[src/rtl/aux_mtx_pkg.sv]
package aux_mtx_pkg;

    localparam int WORD_W = 32;
    localparam int EN_POS = 31;
    localparam int ST_POS = 30;

    typedef enum logic [1:0] {
        OWN_FREE  = 2'd0,
        OWN_HOST  = 2'd1,
        OWN_AGENT = 2'd2
    } owner_e;

    typedef struct packed {
        logic rd;
        logic wr;
        logic wr_en;
        logic wr_rel;
    } host_op_t;

    function automatic logic [WORD_W-1:0] pack_word(input logic en, input logic st);
        logic [WORD_W-1:0] w;
        w = '0;
        w[EN_POS] = en;
        w[ST_POS] = st;
        return w;
    endfunction

endpackage

[src/rtl/aux_mtx_decode.sv]
module aux_mtx_decode
    import aux_mtx_pkg::*;
#(
    parameter int NUM_CH    = 5,
    parameter int ADDR_W    = 12,
    parameter int WIN_SHIFT = 8,
    parameter int LOCK_OFS  = 'h2C
) (
    input  logic [ADDR_W-1:0]          addr,
    input  logic                       rd,
    input  logic                       wr,
    input  logic [WORD_W-1:0]          wdata,
    output logic [NUM_CH-1:0]          hit,
    output host_op_t [NUM_CH-1:0]      ops
);
    localparam int CH_AW = ADDR_W - WIN_SHIFT;

    logic ofs_match;
    assign ofs_match = (addr[WIN_SHIFT-1:0] == WIN_SHIFT'(LOCK_OFS));

    for (genvar c = 0; c < NUM_CH; c++) begin : g_ch
        assign hit[c]       = ofs_match && (addr[ADDR_W-1:WIN_SHIFT] == CH_AW'(c));
        assign ops[c].rd     = rd && hit[c];
        assign ops[c].wr     = wr && hit[c];
        assign ops[c].wr_en  = wdata[EN_POS];
        assign ops[c].wr_rel = wdata[ST_POS];
    end
endmodule

[src/rtl/aux_mtx_cell.sv]
module aux_mtx_cell
    import aux_mtx_pkg::*;
(
    input  logic     clk,
    input  logic     rst,
    input  host_op_t op,
    input  logic     agent_req,
    input  logic     agent_rel,
    output logic     en,
    output logic     rd_status,
    output logic     grant,
    output logic     host_own
);
    owner_e own_q, own_d;
    logic   en_q;
    logic   free;
    logic   agent_try;
    logic   host_try;

    assign free      = (own_q == OWN_FREE);
    assign agent_try = en_q && agent_req && free;
    assign host_try  = en_q && op.rd && free && !agent_req;

    always_comb begin
        own_d = own_q;
        unique case (own_q)
            OWN_FREE: begin
                if (agent_try)     own_d = OWN_AGENT;
                else if (host_try) own_d = OWN_HOST;
            end
            OWN_HOST:  if (op.wr && op.wr_rel) own_d = OWN_FREE;
            OWN_AGENT: if (agent_rel)          own_d = OWN_FREE;
            default:   own_d = OWN_FREE;
        endcase
    end

    always_ff @(posedge clk) begin
        if (rst) begin
            own_q <= OWN_FREE;
            en_q  <= 1'b0;
        end else begin
            own_q <= own_d;
            if (op.wr) en_q <= op.wr_en;
        end
    end

    assign en        = en_q;
    assign rd_status = !free || agent_try;
    assign grant     = (own_q == OWN_AGENT);
    assign host_own  = (own_q == OWN_HOST);

    // enabled free lock, lone read -> host owns next cycle
    assert_host_claim_R3: assert property (@(posedge clk) disable iff (rst)
        (en_q && free && op.rd && !agent_req) |=> host_own);

    // read on a host-held lock changes nothing
    assert_busy_read_R4: assert property (@(posedge clk) disable iff (rst)
        (op.rd && host_own) |=> host_own);

    // host release cannot drop the agent's grant
    assert_foreign_release_R7: assert property (@(posedge clk) disable iff (rst)
        (grant && op.wr && op.wr_rel && !agent_rel) |=> grant);

    // disabled free lock stays unowned
    assert_disabled_idle_R9: assert property (@(posedge clk) disable iff (rst)
        (!en_q && free) |=> (!grant && !host_own));

    // tie goes to the agent
    assert_agent_tie_R10: assert property (@(posedge clk) disable iff (rst)
        (en_q && free && agent_req && op.rd) |=> (grant && !host_own));
endmodule

[src/rtl/aux_mtx_rdmux.sv]
module aux_mtx_rdmux
    import aux_mtx_pkg::*;
#(
    parameter int NUM_CH = 5
) (
    input  logic              clk,
    input  logic              rst,
    input  logic              rd,
    input  logic [NUM_CH-1:0] hit,
    input  logic [NUM_CH-1:0] en_v,
    input  logic [NUM_CH-1:0] st_v,
    output logic [WORD_W-1:0] rdata
);
    logic [WORD_W-1:0] word_d;

    always_comb begin
        word_d = '0;
        for (int c = 0; c < NUM_CH; c++) begin
            if (hit[c]) word_d = word_d | pack_word(en_v[c], st_v[c]);
        end
    end

    always_ff @(posedge clk) begin
        if (rst)     rdata <= '0;
        else if (rd) rdata <= word_d;
    end

    // reserved field of the returned word is always zero
    assert_reserved_zero_R2: assert property (@(posedge clk) disable iff (rst)
        rdata[ST_POS-1:0] == '0);
endmodule

[src/rtl/aux_mtx_bank.sv]
module aux_mtx_bank
    import aux_mtx_pkg::*;
#(
    parameter int NUM_CH    = 5,
    parameter int ADDR_W    = 12,
    parameter int WIN_SHIFT = 8,
    parameter int LOCK_OFS  = 'h2C
) (
    input  logic              clk,
    input  logic              rst,
    input  logic [ADDR_W-1:0] host_addr,
    input  logic              host_rd,
    input  logic              host_wr,
    input  logic [31:0]       host_wdata,
    output logic [31:0]       host_rdata,
    input  logic [NUM_CH-1:0] agent_req,
    input  logic [NUM_CH-1:0] agent_rel,
    output logic [NUM_CH-1:0] agent_grant,
    output logic [NUM_CH-1:0] host_owns
);
    logic [NUM_CH-1:0]     hit;
    host_op_t [NUM_CH-1:0] ops;
    logic [NUM_CH-1:0]     en_v;
    logic [NUM_CH-1:0]     st_v;

    aux_mtx_decode #(
        .NUM_CH(NUM_CH), .ADDR_W(ADDR_W), .WIN_SHIFT(WIN_SHIFT), .LOCK_OFS(LOCK_OFS)
    ) u_decode (
        .addr(host_addr), .rd(host_rd), .wr(host_wr), .wdata(host_wdata),
        .hit(hit), .ops(ops)
    );

    for (genvar c = 0; c < NUM_CH; c++) begin : g_lock
        aux_mtx_cell u_cell (
            .clk(clk), .rst(rst), .op(ops[c]),
            .agent_req(agent_req[c]), .agent_rel(agent_rel[c]),
            .en(en_v[c]), .rd_status(st_v[c]),
            .grant(agent_grant[c]), .host_own(host_owns[c])
        );
    end

    aux_mtx_rdmux #(.NUM_CH(NUM_CH)) u_rdmux (
        .clk(clk), .rst(rst), .rd(host_rd), .hit(hit),
        .en_v(en_v), .st_v(st_v), .rdata(host_rdata)
    );
endmodule

[config.mk]
export PLATFORM = sky130hd
export DESIGN_NAME = aux_mtx_bank
export DESIGN_NICKNAME = d
export VERILOG_FILES = /design/src/rtl/aux_mtx_pkg.sv /design/src/rtl/aux_mtx_decode.sv /design/src/rtl/aux_mtx_cell.sv /design/src/rtl/aux_mtx_rdmux.sv /design/src/rtl/aux_mtx_bank.sv
export SDC_FILE = /design/constraint.sdc
export NUM_CORES = 1
export LEC_CHECK = 0
export ABC_CLOCK_PERIOD_IN_PS = 5000
export BUFFER_PORTS_ARGS = -buffer_cell sky130_fd_sc_hd__clkbuf_2
export CORE_MARGIN = 5
export CORE_UTILIZATION = 43
export CTS_BUF_LIST = sky130_fd_sc_hd__clkbuf_16
export CTS_CLUSTER_SIZE = 24
export DETAILED_ROUTE_END_ITERATION = 8
export GPL_TIMING_DRIVEN = 0
export PLACE_DENSITY = 0.85
export SYNTH_ARGS = -nofsm -noshare
export SYNTH_HDL_FRONTEND = slang
export SYNTH_SLANG_ARGS = --single-unit
[constraint.sdc]
create_clock -name clk -period 5 [get_ports clk]
set_input_delay 1 -clock clk [delete_from_list [all_inputs] [get_ports clk]]
set_output_delay 1 -clock clk [all_outputs]
set_load 0.05 [all_outputs]
# Word-level counts from Yosys, hierarchy flattened

Cells that the tools add are included.

Bitwise logic cells: 4
Muxes and demuxes: 30
Equality and inequality tests: 30
Reductions and logical operators: 71

Operators with widths:

| cell                                                                   | count |
|---|---|
| 32-bit two-way mux                                                     | 5 |
| 32-bit OR                                                              | 4 |
| 1-bit logical AND                                                      | 45 |
| 2-bit two-way mux                                                      | 20 |
| 2-bit one-hot mux with 3 select lines                                  | 5 |
| 2-bit != test (second input constant)                                  | 10 |
| 3-bit != test (second input constant)                                  | 5 |
| 3-bit AND reduction                                                    | 5 |
| 2-bit by 1-bit equality test with 1-bit output (second input constant) | 5 |
| 2-bit equality test (second input constant)                            | 5 |
| 1-bit zero test                                                        | 10 |
| 2-bit zero test                                                        | 5 |
| 4-bit by 2-bit equality test with 1-bit output (second input constant) | 2 |
| 8-bit by 6-bit equality test with 1-bit output (second input constant) | 1 |
| 1-bit logical OR                                                       | 5 |
| 4-bit by 1-bit equality test with 1-bit output (second input constant) | 1 |
| 4-bit by 3-bit equality test with 1-bit output (second input constant) | 1 |
| 4-bit zero test                                                        | 1 |

Register bits after elaboration: 47
Word-level logic and storage cells: 146
Bits of input ports: 58

# Depth between registers and ports, before layout

Depth after elaboration: 12
Mapped depth: 5

# Cells and area by module

From an unflattened synthesis, not the netlist that was laid out.

Cell total of the unflattened synthesis: 158
Area total of the unflattened synthesis: 1421.4 sq um

Modules (own cells, without submodules):

| module         | area each (sq um) | cells an instance | times used | sequential area each (sq um) |
|---|---|---|---|---|
| aux_mtx_cell   | 160.2             | 16                | 5          | 60.1 |
| aux_mtx_rdmux  | 329.1             | 41                | 1          | 40.0 |
| aux_mtx_decode | 291.5             | 37                | 1          | 0.0 |

# Worst setup path after synthesis

OpenSTA, ideal clock, no wires.

Path kind: in2reg
Start: in host_addr[9]
End: reg g_lock[1].u_cell.own_q[0]
Cell stages on the path: 5
Arrival: 2242 ps
Buffers on the path: 1
Path slack: 2673 ps
Path through: buf_2 > nor4b_2 > nand3_1 > or4_1 > a211oi_1

Word-level cells in the longest chain between the ends: 8
Elaborated cells on any way between the ends: 11

RTL lines:

| item                                             | RTL line             | RTL |
|---|---|---|
| start, declared                                  | aux_mtx_bank.sv:11   | `input logic [ADDR_W-1:0] host_addr,` |
| 4-bit by 1-bit equality test with 1-bit output * | aux_mtx_decode.sv:22 | `assign hit[c] = ofs_match && (addr[ADDR_W-1:WIN_SHIFT] == CH_AW'(c));` |
| 1-bit logical AND *                              | aux_mtx_decode.sv:22 |  |
| 1-bit logical AND                                | aux_mtx_decode.sv:23 | `assign ops[c].rd = rd && hit[c];` |
| 1-bit logical AND (3 in a row)                   | aux_mtx_cell.sv:22   | `assign host_try = en_q && op.rd && free && !agent_req;` |
| 3-bit != test (no line)                          | -                    |  |
| 3-bit AND reduction (no line) *                  | -                    |  |
| end signal, assigned                             | aux_mtx_cell.sv:42   | `own_q <= own_d;` |
| end, declared                                    | aux_mtx_cell.sv:14   | `owner_e own_q, own_d;` |

Every way passes the cells marked *; elsewhere a longest branch is shown, timed or not.
A chain may end at the register's enable or synchronous reset.

# Worst setup path in the final report

Start: in host_addr[4]
End: reg g_lock[0].u_cell.own_q[0]

Word-level cells in the longest chain between the ends: 8
Elaborated cells on any way between the ends: 11

RTL lines:

| item                                             | RTL line             | RTL |
|---|---|---|
| 8-bit by 6-bit equality test with 1-bit output * | aux_mtx_decode.sv:19 | `assign ofs_match = (addr[WIN_SHIFT-1:0] == WIN_SHIFT'(LOCK_OFS));` |
| 1-bit logical AND *                              | aux_mtx_decode.sv:22 |  |
| 1-bit logical AND                                | aux_mtx_decode.sv:23 |  |
| 1-bit logical AND (3 in a row)                   | aux_mtx_cell.sv:22   |  |
| 3-bit != test (no line)                          | -                    |  |
| 3-bit AND reduction (no line) *                  | -                    |  |
| end signal, assigned                             | aux_mtx_cell.sv:42   |  |
| end, declared                                    | aux_mtx_cell.sv:14   |  |

Marked as above.

==> reports/qor.log <==
INFO  outcome        status=complete, no violations
INFO  floorplan      effective_utilization_at_floorplan=0.443
INFO  floorplan      floorplan.rows=20
INFO  place          io_buffer_count=37
INFO  timing         report.final.setup_viol=0
INFO  timing         worst_slew_margin_rel=0.623
INFO  logic_synthesis synthesis.yosys.warnings=0
INFO  cells_and_area drive_above_1_share=0.397
INFO  route          drc=0
INFO  setup_path     critPathCaptureType=flip-flop
INFO  setup_path     worstSetupPathType=input port to flip-flop
INFO  place          half_perimeter_wire_length_after_detailed_placement=2.45mm
INFO  logic_synthesis syn-instance-count=159
INFO  floorplan      core_region_area=3030µm²
INFO  route          route.detailed.wl_per_inst=11.2µm
INFO  power          leakagePower=0.884nW
INFO  route          drtIter0Drc=46
INFO  route          drt-vias-per-instance=4.72
INFO  logic_synthesis postSynthAreaPerCell=8.43µm²
INFO  route          via_count=1288
INFO  place          place_congestion=0.890
INFO  clocking       cts_sinks=17
INFO  clocking       ctsRootBufferMaster=clkbuf_16
INFO  clocking       cts_inserted_buffers=3
INFO  timing         period_share=0.474
INFO  timing         period_needed=2.37ns
INFO  global_route   gr-total-overflow=0
INFO  route          drt_wl_total=3.07mm
INFO  cells_and_area num-nets-final=288
INFO  clocking       clkTransAtPathRegs=0.05ns
INFO  timing         fmax=422MHz
INFO  clocking       cts_resized=0
INFO  timing         worst_slack=2.63ns
INFO  timing         grt_setup_unrepaired=no
INFO  setup_path     worstPathBufferInverterCount=1
INFO  clocking       cts.path.max_buffers=2
INFO  clocking       worst_skew_pair.late_latency=0.25ns
INFO  logic_synthesis synth_top_cells_by_area=dfxtp_1 (25%), buf_4 (22%), mux2i_1 (5.2%)
INFO  clocking       postCtsHoldBufs=0
INFO  logic_synthesis seq_area_frac_synth=0.254
INFO  setup_path     cell_type_of_the_slowest_stage_on_the_worst_timing_path=nor4b_4
INFO  timing         final_max_slew_viols=0
INFO  logic_synthesis synth.distinct_cells=35
INFO  place          place_worst_setup_slack=2.39ns
INFO  timing         setup-tns-final=0ns
INFO  logic_synthesis syn-cell-area=1340µm²
INFO  setup_path     worst_path_largest_cell_delay=0.55ns
INFO  cells_and_area num_antenna_cells=0
INFO  setup_path     worst_ep_required_time=5.16ns
INFO  cells_and_area stdcell_count=273
INFO  setup_path     cpLargestDelayFamily=simple AND/OR/NAND/NOR gates
INFO  floorplan      die_width=65.8µm
INFO  clocking       clock_tree.htree_level_count=1
INFO  floorplan      top_level_ports=100
INFO  run            max-cap-violations=0
INFO  clocking       postCtsSetupRepairBufs=0
INFO  logic_synthesis netlist.top_cell.by_area=dfxtp_1
INFO  power          ir_drop=84.9µV
INFO  floorplan      die_height=65.8µm
INFO  setup_path     cp_cell_sequence=clkbuf_2 > nor4b_4 > nand3_1 > or4_1 > a211oi_1
INFO  route          route.antenna.remaining_nets=0
INFO  timing         final_hold_viol_count=0
INFO  setup_path     worst-path-max-fanout=10
INFO  timing         fin_clk_skew=0.00128ns
INFO  logic_synthesis yosys_register_bits=17
INFO  floorplan      floorplan.die_area=4330µm²
INFO  place          placed_cells_incl_taps=269
INFO  power          cellPowerDensity=224nW/µm²
INFO  timing         final.hold.worst_slack=0.509ns
INFO  global_route   grt_pass1_wl=4.75mm
INFO  global_route   groute.usage.overall=0.141
INFO  cells_and_area finish.utilization=0.584
INFO  setup_path     crit_path_start_kind=input port
INFO  worst_hold_path worstHoldPathType=flip-flop to flip-flop
INFO  clocking       tritoncts_clock_tree=done
INFO  setup_path     critical_path_arrival=2.53ns
INFO  route          drt_pre_antenna_iters=4
INFO  logic_synthesis synth_largest_type_area_fraction=0.254
INFO  global_route   grt_antenna_before_repair=0
INFO  timing         timing_worst_slew_pin_value=0.564ns
INFO  cells_and_area syn2layout_area_growth=31.9%
INFO  global_route   number_of_global_route_vias_before_repair=1097
INFO  global_route   grt_start_max_net_pins=11
state kept, by name (all words and copies together) (netlist names):
register,flops
u_rdmux.rdata,2
g_lock.u_cell.en,5
g_lock.u_cell.own_q,10
cell families after synthesis:
logic type | synth area share
AO/OA/AOI/OAI | 0.111
buffers and inverters | 0.243
flip-flops | 0.254
multiplexers | 0.0943
other | 0.00280
AND/OR/NAND/NOR | 0.295
per-layer routing:
layer / up-vias / global-route usage / routed length, µm
met5: - / 0 / 0
met4: 0 / 0.0803 / 96
met3: 7 / 0.0255 / 311
met2: 67 / 0.248 / 1530
met1: 570 / 0.158 / 1130
li1: 644 / - / -
path summary, 6_finish.rpt:
kind	from	end	slack, ns	cells after the start
max reg2reg	g_lock[0].u_cell.own_q[1]$_SDFFE_PP0P_	u_rdmux.rdata[30]$_SDFFE_PP0P_	3.59	4
min	g_lock[0].u_cell.own_q[0]$_SDFFE_PP0P_	g_lock[0].u_cell.own_q[1]$_SDFFE_PP0P_	0.51	1
max	host_addr[4]	g_lock[0].u_cell.own_q[0]$_SDFFE_PP0P_	2.63	5
min reg2reg	g_lock[0].u_cell.own_q[0]$_SDFFE_PP0P_	g_lock[0].u_cell.own_q[1]$_SDFFE_PP0P_	0.51	1
power breakdown:
group          total (W)  internal (W)  switching [W]
combinational  0.0000998     0.0000291      0.0000708
clock           0.000159      0.000106      0.0000531
sequential      0.000136      0.000136    0.000000153
total           0.000395      0.000271       0.000124
per-stage QoR:
| stage | total power, W | cell area (µm²) |
|---|---|---|
| finish | 0.000395 | 1770 |
| global route | 0.000407 | 1770 |
| CTS | 0.000395 | 1770 |
| detailed placement | 0.000237 | 1690 |
| global placement | 0.000236 | 1690 |
| floorplan | 0.000219 | 1450 |
layout make-up:
type / instances / area, µm²
Buffer: 45 / 322
Clock buffer: 3 / 75.1
Clock inverter: 1 / 3.75
Fill cell: 285 / 1260
Inverter: 1 / 3.75
Multi-Input combinational cell: 125 / 783
Sequential cell: 17 / 340
Tap cell: 44 / 55.1
Timing Repair Buffer: 37 / 185
placed cells by master, fill, tap and decap left out, types with 3 or more instances in the layout:
master	count
mux2i_1	7
nand4_1	4
clkbuf_2	37
a211oi_1	5
conb_1	30
clkbuf_1	3
nand3_1	6
nand2_1	12
nor3_1	5
mux2_2	5
nor2b_1	11
o21ai_0	4
nor4b_1	3
dfxtp_1	17
buf_4	40
or4_1	3
clkbuf_16	3
nor2_1	10
Yosys cell counts, drive strengths merged:
library cell,instances
nand3b,1
conb,1
or4,3
nand3,6
a21boi,1
clkbuf,3
nor4,2
a2111oi,2
nor3b,1
a211oi,5
dfxtp,17
mux2,5
mux2i,7
o31ai,1
nand2,12
o311ai,1
o211ai,1
buf,42
nor4b,6
o21ai,4
a211o,2
nand4,4
nor2,10
nor4bb,1
nand4b,1
inv,1
a221o,1
a31oi,1
nor3,5
o41ai,1
nor2b,11
Note: power is estimated with default switching activity, not from simulation.
